$ cat config.mk
export PLATFORM = sky130hd
export DESIGN_NAME = adc_seq_ctrl
export DESIGN_NICKNAME = d
export VERILOG_FILES = /design/src/rtl/adc_seq_pkg.sv /design/src/rtl/adc_ext_qual.sv /design/src/rtl/adc_trig_sel.sv /design/src/rtl/adc_conv_ctl.sv /design/src/rtl/adc_seq_regs.sv /design/src/rtl/adc_seq_ctrl.sv
export SDC_FILE = /design/constraint.sdc
export NUM_CORES = 1
export LEC_CHECK = 0
export CELL_PAD_IN_SITES_DETAIL_PLACEMENT = 0
export CELL_PAD_IN_SITES_GLOBAL_PLACEMENT = 1
export CORE_MARGIN = 3
export CORE_UTILIZATION = 35
export CTS_CLUSTER_DIAMETER = 80
export DETAILED_ROUTE_END_ITERATION = 12
export PLACE_DENSITY = 0.94
export SYNTH_ARGS = -nofsm -noshare
export SYNTH_HDL_FRONTEND = slang
export SYNTH_SLANG_ARGS = --single-unit
$ cat constraint.sdc
create_clock -name clk -period 3.2 [get_ports clk]
set_clock_uncertainty 0.1 [all_clocks]
set_input_delay 0.64 -clock clk [delete_from_list [all_inputs] [get_ports clk]]
set_output_delay 0.64 -clock clk [all_outputs]
set_load 0.02 [all_outputs]
$ cat src/rtl/adc_seq_pkg.sv
package adc_seq_pkg;

  typedef enum logic [1:0] {
    TRIG_SW  = 2'b00,
    TRIG_EXT = 2'b01,
    TRIG_TMR = 2'b10,
    TRIG_OFF = 2'b11
  } trig_mode_e;

  // Field order sets the bit positions the host writes: mode at [1:0].
  typedef struct packed {
    logic       dma_en;   // [4]
    logic       irq_en;   // [3]
    logic       gate_en;  // [2]
    trig_mode_e mode;     // [1:0]
  } cmd_t;

  localparam int CMD_W = $bits(cmd_t);

  localparam logic [1:0] OFS_DATA_LO = 2'd0;
  localparam logic [1:0] OFS_DATA_HI = 2'd1;
  localparam logic [1:0] OFS_CHAN    = 2'd2;
  localparam logic [1:0] OFS_CMD     = 2'd3;

endpackage

$ cat src/rtl/adc_ext_qual.sv
module adc_ext_qual #(
  parameter int SYNC_STAGES = 2,
  parameter int QUAL_CYC    = 11
) (
  input  logic clk,
  input  logic rst_n,
  input  logic ext_async,
  output logic ext_level,
  output logic ext_fire
);
  localparam int CNT_W = $clog2(QUAL_CYC + 1);

  logic [SYNC_STAGES-1:0] sync_q;
  logic [CNT_W-1:0]       hi_cnt;

  always_ff @(posedge clk) begin
    if (!rst_n) sync_q <= '0;
    else        sync_q <= {sync_q[SYNC_STAGES-2:0], ext_async};
  end

  assign ext_level = sync_q[SYNC_STAGES-1];

  // Counts consecutive high cycles, saturating so one level fires once.
  always_ff @(posedge clk) begin
    if (!rst_n)                          hi_cnt <= '0;
    else if (!ext_level)                 hi_cnt <= '0;
    else if (hi_cnt != CNT_W'(QUAL_CYC)) hi_cnt <= hi_cnt + 1'b1;
  end

  assign ext_fire = ext_level && (hi_cnt == CNT_W'(QUAL_CYC - 1));

endmodule

$ cat src/rtl/adc_trig_sel.sv
module adc_trig_sel
  import adc_seq_pkg::*;
(
  input  cmd_t cmd,
  input  logic sw_write,
  input  logic ext_fire,
  input  logic ext_level,
  input  logic tmr_tick,
  output logic start_req
);
  always_comb begin
    unique case (cmd.mode)
      TRIG_SW:  start_req = sw_write;
      TRIG_EXT: start_req = ext_fire;
      TRIG_TMR: start_req = tmr_tick && (!cmd.gate_en || ext_level);
      default:  start_req = 1'b0;
    endcase
  end
endmodule

$ cat src/rtl/adc_conv_ctl.sv
module adc_conv_ctl #(
  parameter int ADC_BITS = 12
) (
  input  logic                clk,
  input  logic                rst_n,
  input  logic                start_req,
  input  logic                adc_done,
  input  logic [ADC_BITS-1:0] adc_data,
  input  logic                irq_en,
  input  logic                dma_en,
  input  logic                irq_clr,
  input  logic                dma_ack,
  output logic                adc_start,
  output logic                eoc,
  output logic [ADC_BITS-1:0] result,
  output logic                irq,
  output logic                dma_req
);
  logic accept_start;
  logic finish;

  assign accept_start = start_req && !eoc;
  assign finish       = eoc && adc_done;

  always_ff @(posedge clk) begin
    if (!rst_n) begin
      eoc       <= 1'b0;
      adc_start <= 1'b0;
      result    <= '0;
    end else begin
      adc_start <= accept_start;
      if (accept_start) begin
        eoc <= 1'b1;
      end else if (finish) begin
        eoc    <= 1'b0;
        result <= adc_data;
      end
    end
  end

  always_ff @(posedge clk) begin
    if (!rst_n)                irq <= 1'b0;
    else if (finish && irq_en) irq <= 1'b1;
    else if (irq_clr)          irq <= 1'b0;
  end

  always_ff @(posedge clk) begin
    if (!rst_n)                dma_req <= 1'b0;
    else if (finish && dma_en) dma_req <= 1'b1;
    else if (dma_ack)          dma_req <= 1'b0;
  end

endmodule

$ cat src/rtl/adc_seq_regs.sv
module adc_seq_regs
  import adc_seq_pkg::*;
#(
  parameter int BUS_W    = 8,
  parameter int ADC_BITS = 12,
  parameter int CHAN_W   = 4
) (
  input  logic                clk,
  input  logic                rst_n,
  input  logic                cfg_diff,
  input  logic [1:0]          host_addr,
  input  logic                host_wr_en,
  input  logic                host_rd_en,
  input  logic [BUS_W-1:0]    host_wdata,
  input  logic [ADC_BITS-1:0] result,
  input  logic                eoc,
  output cmd_t                cmd,
  output logic [CHAN_W-1:0]   chan,
  output logic                sw_write,
  output logic                irq_clr,
  output logic [BUS_W-1:0]    host_rdata
);
  localparam int HI_W = ADC_BITS - BUS_W;

  logic [CHAN_W-1:0] chan_wr;

  // Differential mode has half the channels: the top address bit is dropped.
  assign chan_wr = cfg_diff ? {1'b0, host_wdata[CHAN_W-2:0]} : host_wdata[CHAN_W-1:0];

  always_ff @(posedge clk) begin
    if (!rst_n) begin
      cmd  <= '0;
      chan <= '0;
    end else if (host_wr_en) begin
      if (host_addr == OFS_CMD)  cmd  <= cmd_t'(host_wdata[CMD_W-1:0]);
      if (host_addr == OFS_CHAN) chan <= chan_wr;
    end
  end

  assign sw_write = host_wr_en && (host_addr == OFS_DATA_LO);
  assign irq_clr  = host_rd_en && (host_addr == OFS_DATA_HI);

  always_comb begin
    host_rdata = '0;
    unique case (host_addr)
      OFS_DATA_LO: host_rdata = result[BUS_W-1:0];
      OFS_DATA_HI: host_rdata[HI_W-1:0] = result[ADC_BITS-1:BUS_W];
      OFS_CHAN: begin
        host_rdata[CHAN_W-1:0] = chan;
        host_rdata[CHAN_W]     = cfg_diff;
      end
      default: begin
        host_rdata[CMD_W-1:0] = cmd;
        host_rdata[BUS_W-1]   = eoc;
      end
    endcase
  end

endmodule

$ cat src/rtl/adc_seq_ctrl.sv
module adc_seq_ctrl
  import adc_seq_pkg::*;
#(
  parameter int BUS_W         = 8,
  parameter int ADC_BITS      = 12,
  parameter int CHAN_W        = 4,
  parameter int CLK_PERIOD_NS = 20,
  parameter int MIN_PULSE_NS  = 200,
  parameter int SYNC_STAGES   = 2
) (
  input  logic                clk,
  input  logic                rst_n,
  input  logic                cfg_diff,
  input  logic [1:0]          host_addr,
  input  logic                host_wr_en,
  input  logic                host_rd_en,
  input  logic [BUS_W-1:0]    host_wdata,
  output logic [BUS_W-1:0]    host_rdata,
  input  logic                ext_trig,
  input  logic                tmr_tick,
  output logic                adc_start,
  output logic [CHAN_W-1:0]   adc_chan,
  input  logic                adc_done,
  input  logic [ADC_BITS-1:0] adc_data,
  output logic                eoc,
  output logic                sh_hold,
  output logic                irq,
  output logic                dma_req,
  input  logic                dma_ack
);
  // Strictly longer than the minimum: one cycle past the whole-period count.
  localparam int QUAL_CYC = MIN_PULSE_NS / CLK_PERIOD_NS + 1;

  cmd_t                cmd;
  logic [CHAN_W-1:0]   chan_q;
  logic [ADC_BITS-1:0] result_q;
  logic                sw_write;
  logic                irq_clr;
  logic                ext_level;
  logic                ext_fire;
  logic                start_req;

  adc_seq_regs #(
    .BUS_W(BUS_W), .ADC_BITS(ADC_BITS), .CHAN_W(CHAN_W)
  ) u_regs (
    .clk(clk), .rst_n(rst_n), .cfg_diff(cfg_diff),
    .host_addr(host_addr), .host_wr_en(host_wr_en), .host_rd_en(host_rd_en),
    .host_wdata(host_wdata), .result(result_q), .eoc(eoc),
    .cmd(cmd), .chan(chan_q), .sw_write(sw_write), .irq_clr(irq_clr),
    .host_rdata(host_rdata)
  );

  adc_ext_qual #(
    .SYNC_STAGES(SYNC_STAGES), .QUAL_CYC(QUAL_CYC)
  ) u_qual (
    .clk(clk), .rst_n(rst_n), .ext_async(ext_trig),
    .ext_level(ext_level), .ext_fire(ext_fire)
  );

  adc_trig_sel u_trig (
    .cmd(cmd), .sw_write(sw_write), .ext_fire(ext_fire),
    .ext_level(ext_level), .tmr_tick(tmr_tick), .start_req(start_req)
  );

  adc_conv_ctl #(
    .ADC_BITS(ADC_BITS)
  ) u_conv (
    .clk(clk), .rst_n(rst_n), .start_req(start_req),
    .adc_done(adc_done), .adc_data(adc_data),
    .irq_en(cmd.irq_en), .dma_en(cmd.dma_en),
    .irq_clr(irq_clr), .dma_ack(dma_ack),
    .adc_start(adc_start), .eoc(eoc), .result(result_q),
    .irq(irq), .dma_req(dma_req)
  );

  assign adc_chan = chan_q;
  assign sh_hold  = eoc;

endmodule

======== After elaboration in Yosys (flattened, before gate mapping) ========
Index checks and enable logic that the tools add are counted.
word-level totals
  output and inout port bits .............. 17
  bits in registers ....................... 31
  ROM bits ................................ 0
  latch bits .............................. 0
  bits in writable memories ............... 0
  input bits .............................. 31
  memories ................................ 0
  logic and storage cells ................. 54
cells by class
  equal/unequal tests ..................... 7
  $lt $le $gt $ge ......................... 0
  bitwise operators ....................... 1
  shifts and indexed selects .............. 0
  muxes and demuxes ....................... 12
  reductions and logical operators ........ 21
  divide/modulo/power cells ............... 0
  multiply operators ...................... 0
  add/sub/neg operators ................... 1
operators with widths
  cell                                                                    number
  4-bit case mux with 3 select lines                                      1
  1-bit logical AND                                                       8
  2-bit AND reduction                                                     4
  2-bit equality test (second input constant)                             3
  1-bit 2-to-1 mux                                                        6
  1-bit case mux with 3 select lines                                      2
  2-bit nonzero test                                                      3
  4-bit by 1-bit adder with 4-bit output (second input constant)          1
  2-bit by 1-bit equality test with 1-bit output (second input constant)  2
  4-bit equality test (second input constant)                             1
  2-bit zero test                                                         2
  4-bit 2-to-1 mux                                                        1
  4-bit != test (second input constant)                                   1
  1-bit zero test                                                         2
  2-bit 2-to-1 mux                                                        1
  1-bit case mux with 2 select lines                                      1
  2-bit OR reduction                                                      1
  1-bit logical OR                                                        1
  1-bit inverter                                                          1

======== Longest topological paths before layout ========
Gate-level depths: netlist of run 1.
  depth in word-level cells ............... 7
  gate-level depth with buffers ........... 5
  depth with buffers taken out ............ 5

======== Hierarchy ========
Synthesis of run 1 repeated with hierarchy kept, for this count alone.
second synthesis, totals
  cell total of the unflattened synthesis .. 158
  area total of the unflattened synthesis .. 1526.5 µm²
by module, submodules not included
  module        area an instance (µm²)  seq. area each (µm²)  instances  cells each
  adc_conv_ctl  641.9                   320.3                 1          70
  adc_seq_regs  555.5                   180.2                 1          53
  adc_ext_qual  292.8                   120.1                 1          29
  adc_trig_sel  28.8                    0.0                   1          5
  adc_seq_ctrl  7.5                     0.0                   1          1

======== Least setup slack after synthesis of run 1 ========
Ideal clock, no wire load.
  kind .................................... input -> output
  from .................................... input host_addr[0]
  to ...................................... output host_rdata[4]
  data required time ...................... 2.460 ns
  data arrival time ....................... 1.439 ns
  stages .................................. 3
  buffers on the path ..................... 1
  path slack .............................. 1.021 ns
  path through ............................ buf_2 mux2_2 a22o_1
between the ends
  cells in the longest elaborated chain, start to end .. 2
  elaborated cells between the ends (all ways) .. 4
  classes of those cells .................. 2 x eq/ne; 1 x mux; 1 x reduce/logical
RTL lines
  item                                         RTL line            source
  from (decl)                                  adc_seq_ctrl.sv:14  input logic [1:0] host_addr,
  2-bit equality test (tied with other cells)  adc_seq_regs.sv:45  unique case (host_addr)
  1-bit case mux with 3 select lines (*)       adc_seq_regs.sv:45
  to (decl)                                    adc_seq_ctrl.sv:18  output logic [BUS_W-1:0] host_rdata,
Mark *: on every way between the ends. The rest lies on a longest branch, timed or not.

======== Final worst setup path of run 1 ========
  from .................................... input host_addr[0]
  to ...................................... output host_rdata[2]
between the ends
  cells in the longest elaborated chain, start to end .. 2
  elaborated cells between the ends (all ways) .. 4
  classes of those cells .................. 2 x eq/ne; 1 x mux; 1 x reduce/logical
RTL lines
  item                                         RTL line
  2-bit equality test (tied with other cells)  adc_seq_regs.sv:45
  4-bit case mux with 3 select lines (*)       adc_seq_regs.sv:45
Marks and branches as above.

==> results.txt, run 1 <==
----------------------------------------------------
[Layout]
  Seq. cell area ... 621 µm²
  Layout cells sized above 1 ... 0.0942
  Ant. Diodes ... 0
  Fill cell instance count of the final layout ... 327
  Design area ... 1980 µm²
  # nets final ... 224
  Multi-input combinational cell area ... 729 µm²
  Layout overhead on the synthesized area ... 41.1%

[Pwr]
  Power per Cell Area ... 419 nW/µm²
  Sw Share ... 0.233
  Int Pwr ... 0.000635 W
  Net switching power figure ... 0.000193 W
  Fraction of power consumed by the clock network ... 0.370
  Combinational group share of total power ... 0.139
  LEAKAGE ... 0.755 nW
  Sequential Power Share ... 0.491
  Peak VDD IR ... 218 µV

[Clock network]
  Total setup buffers inserted after CTS ... 0
  Inserted Clock Buffers ... 5
  Clock tree from TritonCTS ... yes
  Hold-fix buffers, CTS ... 0
  Number of sinks on the clock net ... 31
  Clock buffer depth ... 2
  CTS Root Cell ... clkbuf_8
  Clock H-tree levels ... 2
  CTS-repair resized insts ... 0
  Insertion delay to the later sink of the worst-skew pair ... 0.28 ns
  Reg clk slew, reported paths ... 0.06 ns

[Yosys]
  Cell type with the largest total area after synthesis ... dfxtp_1
  Syn avg cell area ... 9.66 µm²
  Post-synthesis async set-or-reset flop share ... 0
  Number of enable flip-flop cells after synthesis ... 0
  Yosys reg bits ... 31
  Synthesized net count ... 178
  Top FF cell, synth ... dfxtp_1
  Share of the synthesized area in the top cell type ... 0.443
  Portion of the post-synthesis area used by sequential elements ... 0.443
  Number of unique standard cell types used by synthesis ... 34
  Synthesis Warnings ... 0
  Post-synth design cell area ... 1400 µm²
  Cell types occupying the most area after synthesis ... dfxtp_1, nand2_1, mux2i_1
  Most frequent cells after synthesis ... dfxtp_1, nand2_1, a21boi_0
  Cell count after synthesis ... 145

[Routing]
  Average via count per standard cell ... 4.94
  Post-DR wirelength/cell ... 13.4 µm
  Vias post-DR ... 1180
  Initial DRT Pass Iterations ... 4
  Post-route DRC ... 0
  Routed WL ... 3200 µm
  DRT antenna net count ... 0
  Initial drt markers ... 25

[Worst setup path]
  Crit. Startpoint ... host_addr[0]
  Largest fanout on the critical path ... 11
  Setup slack of the worst register-to-register path ... 1.80 ns
  Critical path capture point type ... output port
  Required arrival time at the worst endpoint ... 2.46 ns
  Setup crit end ... host_rdata[2]
  Arrival time reported for the critical path endpoint ... 2.36 ns
  Startpoint of the worst-slack reg-to-reg timing path ... u_conv.eoc
  Start-to-end type of the worst setup path ... primary input to output port
  Setup crit start kind ... primary input
  Worst r2r dst ... u_conv.result[7]
  Worst r2r path cells ... 3

[STA]
  Worst Tran Pin Value ... 0.532 ns
  Final Hold Vio Count ... 0
  Crit share post-route ... 0.968
  Max-Slew Margin vs Limit ... 0.645
  Tmin final ... 3.10 ns
  Total negative slack for setup checks ... 0 ns
  Fin. max-slew vios ... 0
  Max Freq ... 323 MHz
  Final setup fails ... 0
  Unrepaired setup endpoints after global routing ... no

[Placement]
  Placed cell area ... 1890 µm²
  Port-buffer cells ... 44
  Estimated wirelength of the detail-placed design ... 2390 µm
  Final GP Congestion ... 0.787

[Floorplanning]
  Horizontal die dimension ... 69.3 µm
  Die footprint ... 4800 µm²
  Placeable core area ... 3770 µm²
  Die Span Y ... 69.3 µm
  Number of cell rows ... 22
  Boundary pin count ... 48
  Initial Utilization ... 0.372

[Job]
  Max-Cap Viols ... 0

[GRT]
  Wire length of the first global-routing pass ... 5600 µm
  Pin count of the biggest net entering global routing ... 29
  Number of global-route vias before repair ... 1252
  GRT Overall Usage ... 0.146
  Antenna violations before repair ... 0
  Overflow left after global routing ... 0

[Status]
  Run status ... finished, final reports clean

[Worst hold path]
  Hold WC Path Type ... flip-flop to flip-flop

----------------------------------------------------
-- sequential cells by signal, indices dropped and copies added (netlist names) --
name,flops
u_conv.dma_req,1
u_regs.chan,4
u_regs.cmd,5
u_conv.adc_start,1
u_qual.hi_cnt,4
u_conv.irq,1
u_conv.result,12
u_conv.eoc,1
u_qual.sync_q,2
-- worst max-delay path, cell delays in order --
cell and delay (ns):
clkdlybuf4s50_1 0.50, buf_12 0.15, mux4_2 0.51, clkdlybuf4s50_1 0.56
-- power groups by stage --
stage               combinational, W  clock, W  sequential (W)
floorplan                  0.0000529         0        0.000416
global placement            0.000114         0        0.000414
detailed placement          0.000116         0        0.000415
CTS                         0.000117  0.000315        0.000406
global route                0.000125  0.000334        0.000407
finish                      0.000115  0.000306        0.000406
-- layout by cell type (no fill, tap or decap), types with 2 or more instances in the layout --
cell type and n:
clkbuf_8 6, buf_4 2, nor2_1 7, clkdlybuf4s50_1 44, nand3b_1 3, nand3_1 2
a21boi_0 11, nand2_1 31, dfxtp_1 31, and2_1 5, ha_1 2, mux2i_1 9
a21boi_1 3, nor2b_1 10, mux4_2 4
-- layer usage --
layer | up-vias | GRT usage | wire length, µm
met3 | 7 | 0.0406 | 170
li1 | 579 | - | -
met2 | 36 | 0.247 | 1570
met4 | 0 | 0.0846 | 77
met5 | - | 0 | 0
met1 | 558 | 0.164 | 1380
-- worst min-delay path by stage --
stage	startpoint	end	slack, ns	cells after the start
after floorplan	u_qual.sync_q[0]	u_qual.sync_q[1]	0.31	1
after global placement	u_qual.sync_q[0]	u_qual.sync_q[1]	0.32	1
after detailed placement	u_qual.sync_q[0]	u_qual.sync_q[1]	0.33	1
after CTS	u_qual.sync_q[0]	u_qual.sync_q[1]	0.35	1
after global routing	u_qual.sync_q[0]	u_qual.sync_q[1]	0.36	1
final	u_qual.sync_q[0]	u_qual.sync_q[1]	0.34	1
-- through the flow --
step / instances / setup slack, ns / total power (W) / hold WS (ns) / util
floorplan: 145 / 1.02 / 0.000469 / 0.312 / -
global placement: 232 / 0.103 / 0.000528 / 0.320 / 0.501
detailed placement: 232 / 0.109 / 0.000531 / 0.332 / 0.501
CTS: 239 / 0.0983 / 0.000838 / 0.346 / 0.524
global route: 239 / 0.0782 / 0.000866 / 0.361 / 0.524
finish: 239 / 0.101 / 0.000828 / 0.344 / 0.524
-- cells by family after synthesis --
kind of cell               Yosys count  synth area share
xor gates and xnor gates             2            0.0125
adders and majority gates            2            0.0179
AOI/OAI and AO/OA                   22             0.115
DFF                                 31             0.443
muxes                               14             0.137
buffers and inverters                9            0.0366
and+or+nand+nor                     65             0.238
-- area by class of cell --
type                       instances  area share
multi-input combinational        105       0.369
sequential                        31       0.314
timing repair buffer              47       0.241
clock buffer                       6      0.0418
tap                               48      0.0304
clock inverter                     1     0.00253
inverter                           1     0.00190
No activity file was read; power rests on OpenSTA's default activity.
==> run 2: changes to the inputs <==
--- a/config.mk
+++ b/config.mk
@@ -11,7 +11,7 @@
 export CORE_UTILIZATION = 35
 export CTS_CLUSTER_DIAMETER = 80
 export DETAILED_ROUTE_END_ITERATION = 12
-export PLACE_DENSITY = 0.94
+export PLACE_DENSITY_LB_ADDON = 0.1
 export SYNTH_ARGS = -nofsm -noshare
 export SYNTH_HDL_FRONTEND = slang
 export SYNTH_SLANG_ARGS = --single-unit
==> run 2 against run 1 <==
Effect of this change: sequential power barely moved; via count barely moved; critical path depth fell by 1; total power fell by 1.1%; core utilization rose by 0.50 points; wire length rose by 3.2%; critical path type unchanged.
==> results.txt, run 2 (same netlist as run 1, synthesis figures left out) <==
----------------------------------------------------
[Placement]
  Port-buffer cells ... 44
  Final GP Congestion ... 0.673
  Placed cell area ... 1900 µm²
  Setup WS pre-CTS ... 0.0214 ns
  Number of instances in the placed design ... 234
  Estimated wirelength of the detail-placed design ... 2430 µm

[Pwr]
  LEAKAGE ... 0.812 nW
  Peak VDD IR ... 209 µV
  Power per Cell Area ... 410 nW/µm²

[STA]
  Max Freq ... 327 MHz
  Tmin final ... 3.06 ns
  Crit share post-route ... 0.957
  Final setup fails ... 0
  Total negative slack for setup checks ... 0 ns
  Unrepaired setup endpoints after global routing ... no
  Worst Tran Pin Value ... 0.517 ns
  Slack of the critical path ... 0.138 ns
  Fin. max-slew vios ... 0
  Max-Slew Margin vs Limit ... 0.655
  Final Hold Vio Count ... 0

[Worst setup path]
  Arrival time reported for the critical path endpoint ... 2.32 ns
  Setup crit start kind ... primary input
  Largest fanout on the critical path ... 3
  Start-to-end type of the worst setup path ... primary input to output port
  Critical path capture point type ... output port
  CP dominant cell by count ... clkdlybuf4s50_1
  Largest stage delay on the critical path ... 0.60 ns
  Crit. Startpoint ... host_addr[1]
  Library cell contributing the largest single delay on the critical path ... clkdlybuf4s50_1
  Startpoint of the worst-slack reg-to-reg timing path ... u_conv.eoc
  Required arrival time at the worst endpoint ... 2.46 ns
  CP cell instances ... clkdlybuf4s50_1 -> mux4_2 -> clkdlybuf4s50_1

[Routing]
  Initial drt markers ... 15
  Average via count per standard cell ... 4.88
  Post-route DRC ... 0
  DRT antenna net count ... 0
  Vias post-DR ... 1181
  Routed WL ... 3300 µm
  Post-DR wirelength/cell ... 13.6 µm
  Initial DRT Pass Iterations ... 4

[Clock network]
  Clock H-tree levels ... 2
  CTS Root Cell ... clkbuf_8
  Inserted Clock Buffers ... 5
  Insertion delay to the later sink of the worst-skew pair ... 0.28 ns
  Reg clk slew, reported paths ... 0.06 ns
  Number of sinks on the clock net ... 31
  Clock tree from TritonCTS ... yes
  Clock buffer depth ... 2
  Hold-fix buffers, CTS ... 0
  Total setup buffers inserted after CTS ... 0
  CTS-repair resized insts ... 0

[Status]
  Run status ... finished, final reports clean

[Floorplanning]
  Placeable core area ... 3770 µm²
  Horizontal die dimension ... 69.3 µm
  Die footprint ... 4800 µm²
  Initial Utilization ... 0.372
  Die Span Y ... 69.3 µm
  Boundary pin count ... 48
  Number of cell rows ... 22

[Layout]
  Most common library cell in the layout ignoring fill and taps ... clkdlybuf4s50_1
  Number of standard cells in the layout, taps in and fillers out ... 242
  Registers with the most flip-flops ... u_conv.result (12), u_regs.cmd (5)
  Layout cells sized above 1 ... 0.103
  Commonest non-fill, non-tap cells in the layout ... clkdlybuf4s50_1, nand2_1, dfxtp_1, a21boi_0, nor2b_1
  Design area ... 2000 µm²
  Fill cell instance count of the final layout ... 355
  Register with the highest flop count ... u_conv.result
  Max reg flops ... 12
  Final core utilization ... 0.529
  Layout overhead on the synthesized area ... 42.4%
  # nets final ... 226
  Ant. Diodes ... 0

[GRT]
  Number of global-route vias before repair ... 1232
  GRT Overall Usage ... 0.150
  Overflow left after global routing ... 0
  Wire length of the first global-routing pass ... 5660 µm
  Antenna violations before repair ... 0
  Pin count of the biggest net entering global routing ... 29

[Worst hold path]
  Start point of the worst min-delay path ... u_qual.sync_q[0]
  Hold WC Path Type ... flip-flop to flip-flop

[Job]
  Max-Cap Viols ... 0

----------------------------------------------------
[run 2: cell types whose count changed in the layout (fill, tap and decap cells not counted)]
| cell | previous run | this run |
|---|---|---|
| buf_4 | 2 | 4 |
| dlymetal6s2s_1 | 0 | 3 |
| nor2_2 | 0 | 1 |
| clkbuf_8 | 6 | 5 |
| clkbuf_1 | 0 | 2 |
| clkdlybuf4s50_1 | 44 | 41 |
| nor2_1 | 7 | 6 |
[run 2: power breakdown]
part / internal, W / switching (W)
logic: 0.0000700 / 0.0000479
clock network: 0.000152 / 0.000142
registers: 0.000398 / 0.00000822
total: 0.000620 / 0.000198
[run 2: final cells by class]
cell class              instances  area (µm²)  share of cell area
clock buffers                   7        76.3              0.0382
clock inverters                 1        5.00             0.00251
inverters                       1        3.75             0.00188
multi-input cells             105         732               0.367
flip-flops and latches         31         621               0.311
well taps                      48        60.1              0.0301
repair buffers                 49         498               0.250
[run 2: path summary, 6_finish.rpt]
| kind | to | slack [ns] | cells after the start |
|---|---|---|---|
| worst min-delay path | u_qual.sync_q[1] | 0.33 | 1 |
| worst max register to register | u_conv.result[8] | 1.81 | 3 |
| worst max-delay path | host_rdata[3] | 0.14 | 3 |
| worst min register to register | u_qual.sync_q[1] | 0.33 | 1 |
[run 2: routing by layer]
layer | part of all wire | vias to the layer above | track usage | routed length (µm)
li1 | - | 590 | - | -
met1 | 0.44 | 553 | 0.170 | 1470
met2 | 0.47 | 31 | 0.248 | 1560
met3 | 0.062 | 7 | 0.0565 | 205
met4 | 0.019 | 0 | 0.0716 | 64
met5 | 0 | - | 0 | 0
[run 2: worst max-delay path, delay by kind of cell]
family	cells	cell delay [ns]
buf+inv	2	1.15
mux	1	0.53
[run 2: metrics by stage]
step | power (W) | hold slack, ns
after floorplan | 0.000469 | 0.312
after global placement | 0.000531 | 0.317
after detailed placement | 0.000534 | 0.321
after CTS | 0.000830 | 0.336
after global routing | 0.000861 | 0.366
final | 0.000818 | 0.333
==> run 3: changes to the inputs <==
--- a/config.mk
+++ b/config.mk
@@ -11,6 +11,7 @@
 export CORE_UTILIZATION = 35
 export CTS_CLUSTER_DIAMETER = 80
 export DETAILED_ROUTE_END_ITERATION = 12
+export HOLD_SLACK_MARGIN = 0.06
 export PLACE_DENSITY_LB_ADDON = 0.1
 export SYNTH_ARGS = -nofsm -noshare
 export SYNTH_HDL_FRONTEND = slang
==> results of run 3 <==
No change in the layout: final DEF, timing and power equal those of run 2.
